### config.mk
export PLATFORM = sky130hd
export DESIGN_NAME = stim_seq
export DESIGN_NICKNAME = d
export VERILOG_FILES = /design/src/rtl/stim_pkg.sv /design/src/rtl/stim_rep_ctr.sv /design/src/rtl/stim_phase_len.sv /design/src/rtl/stim_seq.sv
export SDC_FILE = /design/constraint.sdc
export NUM_CORES = 1
export LEC_CHECK = 0
export BUFFER_PORTS_ARGS = -buffer_cell sky130_fd_sc_hd__buf_4
export CAP_MARGIN = 20
export CORE_MARGIN = 2
export CORE_UTILIZATION = 60
export DETAILED_ROUTE_END_ITERATION = 8
export GPL_TIMING_DRIVEN = 1
export PLACE_DENSITY = 0.94
export REMOVE_ABC_BUFFERS = 1
export SYNTH_ARGS = -nofsm -noshare
export SYNTH_HDL_FRONTEND = slang
export SYNTH_SLANG_ARGS = --single-unit
### constraint.sdc
create_clock -name clk -period 9.5 [get_ports clk]
set_input_delay 1.425 -clock clk [delete_from_list [all_inputs] [get_ports clk]]
set_output_delay 1.425 -clock clk [all_outputs]
set_load 0.05 [all_outputs]
### src/rtl/stim_pkg.sv
package stim_pkg;

    typedef enum logic [3:0] {
        PH_IDLE,
        PH_DELAY,
        PH_SINK,
        PH_DEAD_A,
        PH_SOURCE,
        PH_DEAD_B,
        PH_GAP_PER,
        PH_GAP_SET,
        PH_GAP_MST
    } phase_e;

    typedef struct packed {
        logic [7:0] amp;
        logic [7:0] pw;
        logic [7:0] dz0;
        logic [7:0] delta;
        logic [7:0] dz1;
        logic [7:0] m;
        logic [7:0] dz2;
        logic [7:0] thp;
        logic [7:0] n;
        logic [7:0] dz3;
        logic [7:0] p;
        logic       ramp;
    } stim_cfg_t;

    localparam int RECH_W = 11;

    // Recharge width: four sink widths with signed trim, floored at one tick.
    function automatic logic [RECH_W-1:0] recharge_ticks(input logic [7:0] pw,
                                                         input logic [7:0] delta);
        logic [RECH_W:0] base;
        logic [RECH_W:0] mag;
        base = {1'b0, ({3'b000, (pw == 8'd0) ? 8'd1 : pw} << 2)};
        mag  = {5'd0, delta[6:0]};
        if (!delta[7])
            return RECH_W'(base + mag);
        else if (base > mag)
            return RECH_W'(base - mag);
        else
            return RECH_W'(1);
    endfunction

    // Ramp level chosen by the set index inside the master pulse.
    function automatic logic [7:0] ramp_level(input logic [7:0] amp,
                                              input logic [7:0] set_idx,
                                              input logic       en);
        if (!en || set_idx >= 8'd3)
            return amp;
        case (set_idx[1:0])
            2'd0:    return amp >> 2;
            2'd1:    return amp >> 1;
            default: return (amp >> 1) + (amp >> 2);
        endcase
    endfunction

endpackage

### src/rtl/stim_rep_ctr.sv
module stim_rep_ctr (
    input  logic       clk,
    input  logic       rst,
    input  logic       clr,
    input  logic       inc,
    input  logic [7:0] limit,
    output logic [7:0] count,
    output logic       last
);
    logic [7:0] lim_eff;

    assign lim_eff = (limit == 8'd0) ? 8'd1 : limit;
    assign last    = (count == lim_eff - 8'd1);

    always_ff @(posedge clk) begin
        if (rst || clr)
            count <= 8'd0;
        else if (inc)
            count <= count + 8'd1;
    end

    // a repetition counter never reaches its own limit
    a_r5_count_in_range: assert property (@(posedge clk) disable iff (rst)
        count < lim_eff);

    a_r7_no_wrap_on_last: assert property (@(posedge clk) disable iff (rst)
        (inc && last) |-> clr);

endmodule

### src/rtl/stim_phase_len.sv
module stim_phase_len
    import stim_pkg::*;
#(
    parameter int LW       = 29,
    parameter int DZ1_UNIT = 8,
    parameter int DZ2_UNIT = 4096,
    parameter int DZ3_UNIT = 2097152,
    parameter int THP_UNIT = 4096
) (
    input  phase_e         ph,
    input  stim_cfg_t      cfg,
    output logic [LW-1:0]  len
);
    function automatic logic [LW-1:0] scaled(input logic [7:0] f, input int unit);
        if (f == 8'd0)
            return LW'(1);
        return LW'(f) * LW'(unit);
    endfunction

    always_comb begin
        case (ph)
            PH_DELAY:   len = scaled(cfg.thp, THP_UNIT);
            PH_SINK:    len = scaled(cfg.pw, 1);
            PH_DEAD_A,
            PH_DEAD_B:  len = scaled(cfg.dz0, 1);
            PH_SOURCE:  len = LW'(recharge_ticks(cfg.pw, cfg.delta));
            PH_GAP_PER: len = scaled(cfg.dz1, DZ1_UNIT);
            PH_GAP_SET: len = scaled(cfg.dz2, DZ2_UNIT);
            PH_GAP_MST: len = scaled(cfg.dz3, DZ3_UNIT);
            default:    len = LW'(1);
        endcase
    end

    // every phase lasts at least one tick
    always_comb a_r4_len_nonzero: assert (len != '0);

endmodule

### src/rtl/stim_seq.sv
module stim_seq
    import stim_pkg::*;
#(
    parameter int DZ1_UNIT = 8,
    parameter int DZ2_UNIT = 4096,
    parameter int DZ3_UNIT = 2097152,
    parameter int THP_UNIT = 4096
) (
    input  logic       clk,
    input  logic       rst,
    input  logic       tick,
    input  logic       trig,
    input  logic [7:0] cfg_amp,
    input  logic [7:0] cfg_pw,
    input  logic [7:0] cfg_dz0,
    input  logic [7:0] cfg_delta,
    input  logic [7:0] cfg_dz1,
    input  logic [7:0] cfg_m,
    input  logic [7:0] cfg_dz2,
    input  logic [7:0] cfg_thp,
    input  logic [7:0] cfg_n,
    input  logic [7:0] cfg_dz3,
    input  logic [7:0] cfg_p,
    input  logic       cfg_ramp,
    output logic       sink_en,
    output logic       src_en,
    output logic [7:0] amp_code,
    output logic       busy
);
    localparam int MAXU_A = (DZ1_UNIT > DZ2_UNIT) ? DZ1_UNIT : DZ2_UNIT;
    localparam int MAXU_B = (DZ3_UNIT > THP_UNIT) ? DZ3_UNIT : THP_UNIT;
    localparam int MAXU   = (MAXU_A > MAXU_B) ? MAXU_A : MAXU_B;
    localparam longint LONGEST_A = 64'd255 * 64'(MAXU);
    localparam longint LONGEST   = (LONGEST_A > 64'd2048) ? LONGEST_A : 64'd2048;
    localparam int LW     = $clog2(LONGEST + 1);
    localparam int LEVELS = 3;

    stim_cfg_t      cfg;
    phase_e         ph, ph_nxt, ph_load;
    logic [LW-1:0]  rem, load_len;
    logic           start, phase_done, period_end;
    logic [7:0]     lvl_limit [LEVELS];
    logic [7:0]     lvl_count [LEVELS];
    logic           lvl_last  [LEVELS];
    logic           lvl_inc   [LEVELS];
    logic           lvl_clr   [LEVELS];

    assign cfg = '{amp: cfg_amp, pw: cfg_pw, dz0: cfg_dz0, delta: cfg_delta,
                   dz1: cfg_dz1, m: cfg_m, dz2: cfg_dz2, thp: cfg_thp,
                   n: cfg_n, dz3: cfg_dz3, p: cfg_p, ramp: cfg_ramp};

    assign start      = (ph == PH_IDLE) && trig;
    assign phase_done = (ph != PH_IDLE) && tick && (rem == LW'(1));
    assign period_end = phase_done && (ph == PH_DEAD_B);

    assign lvl_limit[0] = cfg.m;
    assign lvl_limit[1] = cfg.n;
    assign lvl_limit[2] = cfg.p;

    // Level k advances when all inner levels are on their last count.
    generate
        for (genvar k = 0; k < LEVELS; k++) begin : g_lvl
            logic inner_full;
            if (k == 0) begin : g_inner0
                assign inner_full = period_end;
            end else begin : g_innerk
                assign inner_full = g_lvl[k-1].inner_full && lvl_last[k-1];
            end
            assign lvl_inc[k] = inner_full && !lvl_last[k];
            assign lvl_clr[k] = start || (inner_full && lvl_last[k]);

            stim_rep_ctr u_ctr (
                .clk   (clk),
                .rst   (rst),
                .clr   (lvl_clr[k]),
                .inc   (lvl_inc[k]),
                .limit (lvl_limit[k]),
                .count (lvl_count[k]),
                .last  (lvl_last[k])
            );
        end
    endgenerate

    always_comb begin
        case (ph)
            PH_DELAY:   ph_nxt = PH_SINK;
            PH_SINK:    ph_nxt = PH_DEAD_A;
            PH_DEAD_A:  ph_nxt = PH_SOURCE;
            PH_SOURCE:  ph_nxt = PH_DEAD_B;
            PH_DEAD_B: begin
                if (!lvl_last[0])      ph_nxt = PH_GAP_PER;
                else if (!lvl_last[1]) ph_nxt = PH_GAP_SET;
                else if (!lvl_last[2]) ph_nxt = PH_GAP_MST;
                else                   ph_nxt = PH_IDLE;
            end
            PH_GAP_PER,
            PH_GAP_SET,
            PH_GAP_MST: ph_nxt = PH_SINK;
            default:    ph_nxt = PH_IDLE;
        endcase
    end

    assign ph_load = (ph == PH_IDLE) ? PH_DELAY : ph_nxt;

    stim_phase_len #(
        .LW(LW), .DZ1_UNIT(DZ1_UNIT), .DZ2_UNIT(DZ2_UNIT),
        .DZ3_UNIT(DZ3_UNIT), .THP_UNIT(THP_UNIT)
    ) u_len (
        .ph  (ph_load),
        .cfg (cfg),
        .len (load_len)
    );

    always_ff @(posedge clk) begin
        if (rst) begin
            ph  <= PH_IDLE;
            rem <= '0;
        end else if (start) begin
            ph  <= PH_DELAY;
            rem <= load_len;
        end else if (phase_done) begin
            ph  <= ph_nxt;
            rem <= load_len;
        end else if (ph != PH_IDLE && tick) begin
            rem <= rem - LW'(1);
        end
    end

    assign sink_en  = (ph == PH_SINK);
    assign src_en   = (ph == PH_SOURCE);
    assign busy     = (ph != PH_IDLE);
    assign amp_code = (sink_en || src_en) ? ramp_level(cfg.amp, lvl_count[1], cfg.ramp) : 8'd0;

    // pulses are exclusive
    a_r10_exclusive: assert property (@(posedge clk) disable iff (rst)
        !(sink_en && src_en));

    // nothing is driven while idle
    a_r9_idle_quiet: assert property (@(posedge clk) disable iff (rst)
        !busy |-> (!sink_en && !src_en && amp_code == 8'd0));

    // a dead zone always follows the sink pulse
    a_r3_dead_after_sink: assert property (@(posedge clk) disable iff (rst)
        $fell(sink_en) |-> !src_en);

    // a trigger while idle starts the therapy
    a_r2_start: assert property (@(posedge clk) disable iff (rst)
        (!busy && trig) |=> busy);

    // a trigger cannot end a running therapy early
    a_r11_trig_ignored: assert property (@(posedge clk) disable iff (rst)
        (busy && trig && !tick) |=> busy);

    // without a tick the phase holds
    a_r12_hold_without_tick: assert property (@(posedge clk) disable iff (rst)
        (busy && !tick) |=> $stable(ph));

    // reset always lands in idle
    a_r13_reset_idle: assert property (@(posedge clk)
        rst |=> !busy);

endmodule

# == After elaboration in Yosys (flattened, before gate mapping) ==
# Index checks and enable logic that the tools add are counted.
# totals
input_bits,93
elab_cells,124
out_inout_bits,11
ff_bits,57
# op_classes
order_cmp,2
reduce_logical,39
add_sub_neg,10
n_eq_ne,21
n_mux,46
# ops
operator,count
2-to-1 mux 29 bit,15
one-hot mux 29 bit (7 select lines),1
logical NOT 8 bit,9
2-to-1 mux 8 bit,7
== test 4 x 3 -> 1 bit (second input constant),8
== test 29 x 1 -> 1 bit (second input constant),1
subtractor 29 x 1 -> 29 bit (second input constant),1
adder 8 x 1 -> 8 bit (second input constant),3
== test 8 bit,3
subtractor 8 x 1 -> 8 bit (second input constant),3
2-to-1 mux 11 bit,2
one-hot mux 4 bit (5 select lines),1
== test 4 x 2 -> 1 bit (second input constant),4
2-to-1 mux 4 bit,4
one-hot mux 8 bit (2 select lines),1
2-to-1 mux 1 bit,15
adder 10 x 7 -> 11 bit,1
subtractor 10 x 7 -> 11 bit,1
> comparator 10 x 7 -> 1 bit,1
logical AND 1 bit,10
adder 7 x 6 -> 8 bit,1
== test 4 x 1 -> 1 bit (second input constant),2
== test 4 bit (second input constant),2
greater-or-equal comparator 8 x 2 -> 1 bit (second input constant),1
10 further kinds,21

# == Depth between registers and ports, before layout ==
# depth
depth_word,16
ltp_mapped,14
mapped_depth_nobuf,13

# == By module ==
# A second synthesis with hierarchy kept.
# unflattened
cells_unflattened,727
hier_area_um2,5659.2
# modules_own_cells
mod,seq_area_each_um2,cells_each,instances,area_each_um2
stim_seq,660.6,324,1,2497.4
stim_rep_ctr,160.2,74,3,618.1
stim_phase_len,0.0,181,1,1307.5

# == Least setup slack after synthesis ==
# Ideal clock, no wire load.
# synth_timing
path_kind,input to output
start,input port cfg_amp[1]
end,output port amp_code[6]
required_time_ns,8.075
arrival_time_ns,3.502
slack_ns,4.573
cell_stages,9
path_buffers,0
cell_sequence,ha_1 fa_1 a21oi_1 o21bai_1 a21oi_1 o21bai_1 nor2_1 o21ai_0 a31oi_1
# synth_between
elab_chain_len,4
# synth_rtl
element,line_no,source
from (decl),stim_seq.sv:13,"input logic [7:0] cfg_amp,"
adder 7 x 6 -> 8 bit,stim_pkg.sv:56,default: return (amp >> 1) + (amp >> 2);
one-hot mux 8 bit (2 select lines),stim_pkg.sv:53,case (set_idx[1:0])
2-to-1 mux 8 bit,stim_pkg.sv:53,
2-to-1 mux 8 bit,stim_seq.sv:132,"assign amp_code = (sink_en || src_en) ? ramp_level(cfg.amp, lvl_count[1], cfg.ramp) : 8'd0;"
to (decl),stim_seq.sv:27,"output logic [7:0] amp_code,"
# No other way between the ends.

# == Worst setup path in the final report ==
# layout_timing
start,input port cfg_amp[2]
end,output port amp_code[6]
# The elaborated chain is that of the path after synthesis.

==> implementation parameters <==
Parameter                              Value

Outcome
  Status ... finished clean

Power and ir drop
  Switching part of the total power ... 0.3517
  Part of the power in the clock network ... 0.300
  Power share of the sequential group ... 0.365
  Part of the total power dissipated in combinational logic ... 0.335
  Total power of the final layout ... 0.0007223 W
  Static leakage power ... 2.550 nW
  P_sw ... 0.0002540 W
  Maximum VDD drop ... 0.1046 mV
  Internal power of the cells ... 0.0004682 W
  Total power density per cell area ... 112.5 nW/µm²

Route
  Number of vias per cell ... 6.778
  Antenna violation net count after detailed routing ... 0
  Uppermost layer routed ... met4
  WL/cell ... 18.08 µm
  Met1 Routed Length ... 6.632 mm
  DR vias ... 6229
  Met2 routed wirelength ... 8.111 mm
  DRT Wirelength ... 16.61 mm
  Starting DRT DRC Count ... 619
  Number of iterations in the first detailed-routing pass ... 6
  Detailed route wirelength on metal3 ... 1.608 mm
  Number of design rule violations left after detail routing ... 0

Placement
  Count of input and output buffers ... 103
  Post-placement cell area ... 6236 µm²
  Detailed-placement wirelength estimate ... 12.48 mm
  Placer's final routability congestion estimate ... 0.9831

Worst setup path
  Endpoint of the worst register-to-register path ... rem[7]
  Arr. time, crit path ... 3.30 ns
  Crit. End Element ... output port
  Sequence of cells on the critical path ... buf_4, ha_1, fa_1, a21oi_1, o21bai_1, a21oi_1, o21bai_1, nor2_1, o21ai_0, a31oi_1, buf_4
  Path depth of the worst reg2reg path ... 10
  Critical path launch point type ... input port
  Launch point of the worst path ... cfg_amp[2]
  Highest-delay cell along the critical path ... sky130_fd_sc_hd__fa_1
  Maximum single-stage delay on the critical path ... 0.41 ns
  Type of the worst setup path ... input port to output port
  Critical path fanouts, max ... 6
  Critical R2R Launch ... ph[0]
  Register-to-register path setup slack ... 5.57 ns
  Worst EP required ... 8.08 ns

CTS
  CTS tree ... done
  Clock latency reported for the late side of the worst-skew pair ... 0.35 ns
  Number of buffers between clock root and the deepest sink ... 2
  TritonCTS buffer count ... 9
  Number of sinks driven by the clock tree ... 57
  Count of H-tree levels built during CTS ... 3
  Setup repair bufs after CTS ... 0
  PostCTS Resize Cnt ... 0
  Clock-pin transition on the worst setup and hold timing paths ... 0.07 ns
  Cts hold-fix bufs ... 0
  Master cell of the clock root buffer ... sky130_fd_sc_hd__clkbuf_8

Logic synthesis
  Fraction of synthesized cell area taken by the top area cell type ... 0.2090
  Leading cell types by count after synthesis ... sky130_fd_sc_hd__nor2_1, sky130_fd_sc_hd__dfxtp_1, sky130_fd_sc_hd__a21oi_1
  Per-instance average area after synthesis ... 7.540 µm²
  Post-Synthesis Cell Area ... 5459 µm²
  Biggest area contributors in the synthesized netlist ... sky130_fd_sc_hd__dfxtp_1, sky130_fd_sc_hd__ha_1, sky130_fd_sc_hd__xnor2_1
  Top FF cell, synth ... sky130_fd_sc_hd__dfxtp_1
  Seq cells post-synth ... 57
  Warnings, synthesis ... 0
  Post-synthesis cell type count ... 86
  Fraction of registers with async set/reset ... 0
  Cell with the most instances after synthesis ... sky130_fd_sc_hd__nor2_1
  Sequential-to-total area share from yosys stat ... 0.2090
  Number of enable-type register cells in the synthesized netlist ... 0
  Number of standard cells after synthesis ... 724
  Area leader, netlist ... sky130_fd_sc_hd__dfxtp_1

Floorplanning
  Full die area ... 9877 µm²
  Area of the core ... 8763 µm²
  Height of the chip ... 99.39 µm
  Std cell rows ... 34
  Starting utilization of the core area ... 0.6229
  Horiz. Die Dim ... 99.39 µm
  IO Count ... 104

Cells and area
  ANT cells ... 0
  Layout net count ... 930
  Finished layout cell area ... 6422 µm²
  Utilization after layout ... 0.7329
  P&R area growth vs syn ... 17.65%
  Fraction of layout instances using a drive strength above 1 ... 0.1850

Job
  Number of maximum-capacitance constraint violations ... 0

Timing
  FMAX ... 211.4 MHz
  Fin Clk Skew ... 0.009262 ns
  Total Negative Setup Slacks ... 0 ns
  Total of endpoints with negative setup slack in the final report ... 0
  Final hold violation count ... 0
  Tightest Pin Transition ... 1.065 ns
  Unrepaired setup endpoints after global routing ... no
  Count of final max-slew check failures ... 0
  Worst slew slack as a fraction of its limit ... 0.2844
  Period utilisation layout ... 0.4979
  Time the final worst path needs with I/O delays and setup ... 4.730 ns

Global route
  Via count of the first global-routing pass ... 6068
  Total congestion overflow ... 0
  Overall Global Routing Usage ... 0.3325
  Wire length of the first global-routing pass ... 27.45 mm
  Largest net degree at the start of global routing ... 22
  Initial antenna violation count ... 0

Worst hold path
  Number of cells on the worst hold path ... 2
  Min-delay src ... g_lvl[2].u_ctr.count[4]
  Hold Path Class ... flip-flop to flip-flop
  Hold path endpoint ... g_lvl[2].u_ctr.count[4]
## power groups by stage
stage,registers [W],clock network (W),logic [W]
global placement,0.000267,0,0.000225
floorplan,0.000265,0,0.000152
finish,0.000264,0.000216,0.000242
detailed placement,0.000268,0,0.000233
global route,0.000265,0.000224,0.000263
CTS,0.000263,0.000214,0.000236
## area by class of cell
cell class / count / area [µm²]
clock inverter: 2 / 12.51
multi-input combinational: 605 / 4066
fill: 666 / 2341
tap: 108 / 135.1
sequential: 57 / 1141
timing repair buffer: 106 / 793.3
inverter: 28 / 105.1
clock buffer: 13 / 168.9
## critical path, delay by kind of cell
kind | cells | cell delay (ns)
AOI/OAI and AO/OA | 6 | 0.81
adders and majority gates | 2 | 0.62
buffers and inverters | 2 | 0.36
and+or+nand+nor | 1 | 0.09
## through the flow
| step | setup WS (ns) | cells | hold WS (ns) |
|---|---|---|---|
| after floorplan | 4.575 | 690 | 0.4764 |
| after global placement | 4.879 | 903 | 0.5004 |
| after detailed placement | 4.710 | 903 | 0.5214 |
| after CTS | 4.782 | 918 | 0.5310 |
| after global routing | 4.639 | 919 | 0.5691 |
| final | 4.770 | 919 | 0.5317 |
## registers in the layout, indices dropped and copies added (netlist names)
| register | count |
|---|---|
| rem | 29 |
| g_lvl.u_ctr.count | 24 |
| ph | 4 |
## worst max path at each step
| stage | end | depth (start not counted) |
|---|---|---|
| CTS | amp_code[6] | 11 |
| finish | amp_code[6] | 11 |
| detailed placement | rem[5] | 12 |
| global placement | amp_code[6] | 11 |
| global route | amp_code[6] | 11 |
| floorplan | amp_code[6] | 9 |
## kinds of logic (layout without fill, tap and decap cells)
family                     count (synthesis)  after routing  share of synthesized area
and+or+nand+nor                          295            295                     0.2936
AOI/OAI and AO/OA                        204            204                     0.2514
xor gates and xnor gates                  71             71                     0.1190
buffers and inverters                     62            149                    0.04607
DFF                                       57             57                     0.2090
adders and majority gates                 30             30                    0.07151
muxes                                      5              5                   0.009397
## per-layer routing
layer  vias to the layer above  GRT usage
met5                         -          0
met4                         0     0.1180
met3                        41    0.04989
met2                       389     0.5754
met1                      2931     0.4210
li1                       2868          -
## layout by cell type (no fill, tap or decap), types with 14 or more instances in the layout
| cell type | Yosys | layout |
|---|---|---|
| sky130_fd_sc_hd__buf_4 | 2 | 105 |
| sky130_fd_sc_hd__nor2_1 | 83 | 83 |
| sky130_fd_sc_hd__dfxtp_1 | 57 | 57 |
| sky130_fd_sc_hd__a21oi_1 | 45 | 45 |
| sky130_fd_sc_hd__nand2_1 | 44 | 44 |
| sky130_fd_sc_hd__o21ai_0 | 43 | 43 |
| sky130_fd_sc_hd__xnor2_1 | 37 | 37 |
| sky130_fd_sc_hd__xor2_1 | 32 | 32 |
| sky130_fd_sc_hd__inv_1 | 28 | 28 |
| sky130_fd_sc_hd__ha_1 | 28 | 28 |
| sky130_fd_sc_hd__nor3_1 | 26 | 26 |
| sky130_fd_sc_hd__nand3_1 | 26 | 26 |
| sky130_fd_sc_hd__nor4_1 | 20 | 20 |
| sky130_fd_sc_hd__and3_1 | 14 | 14 |
(Power assumes the default switching activity.)
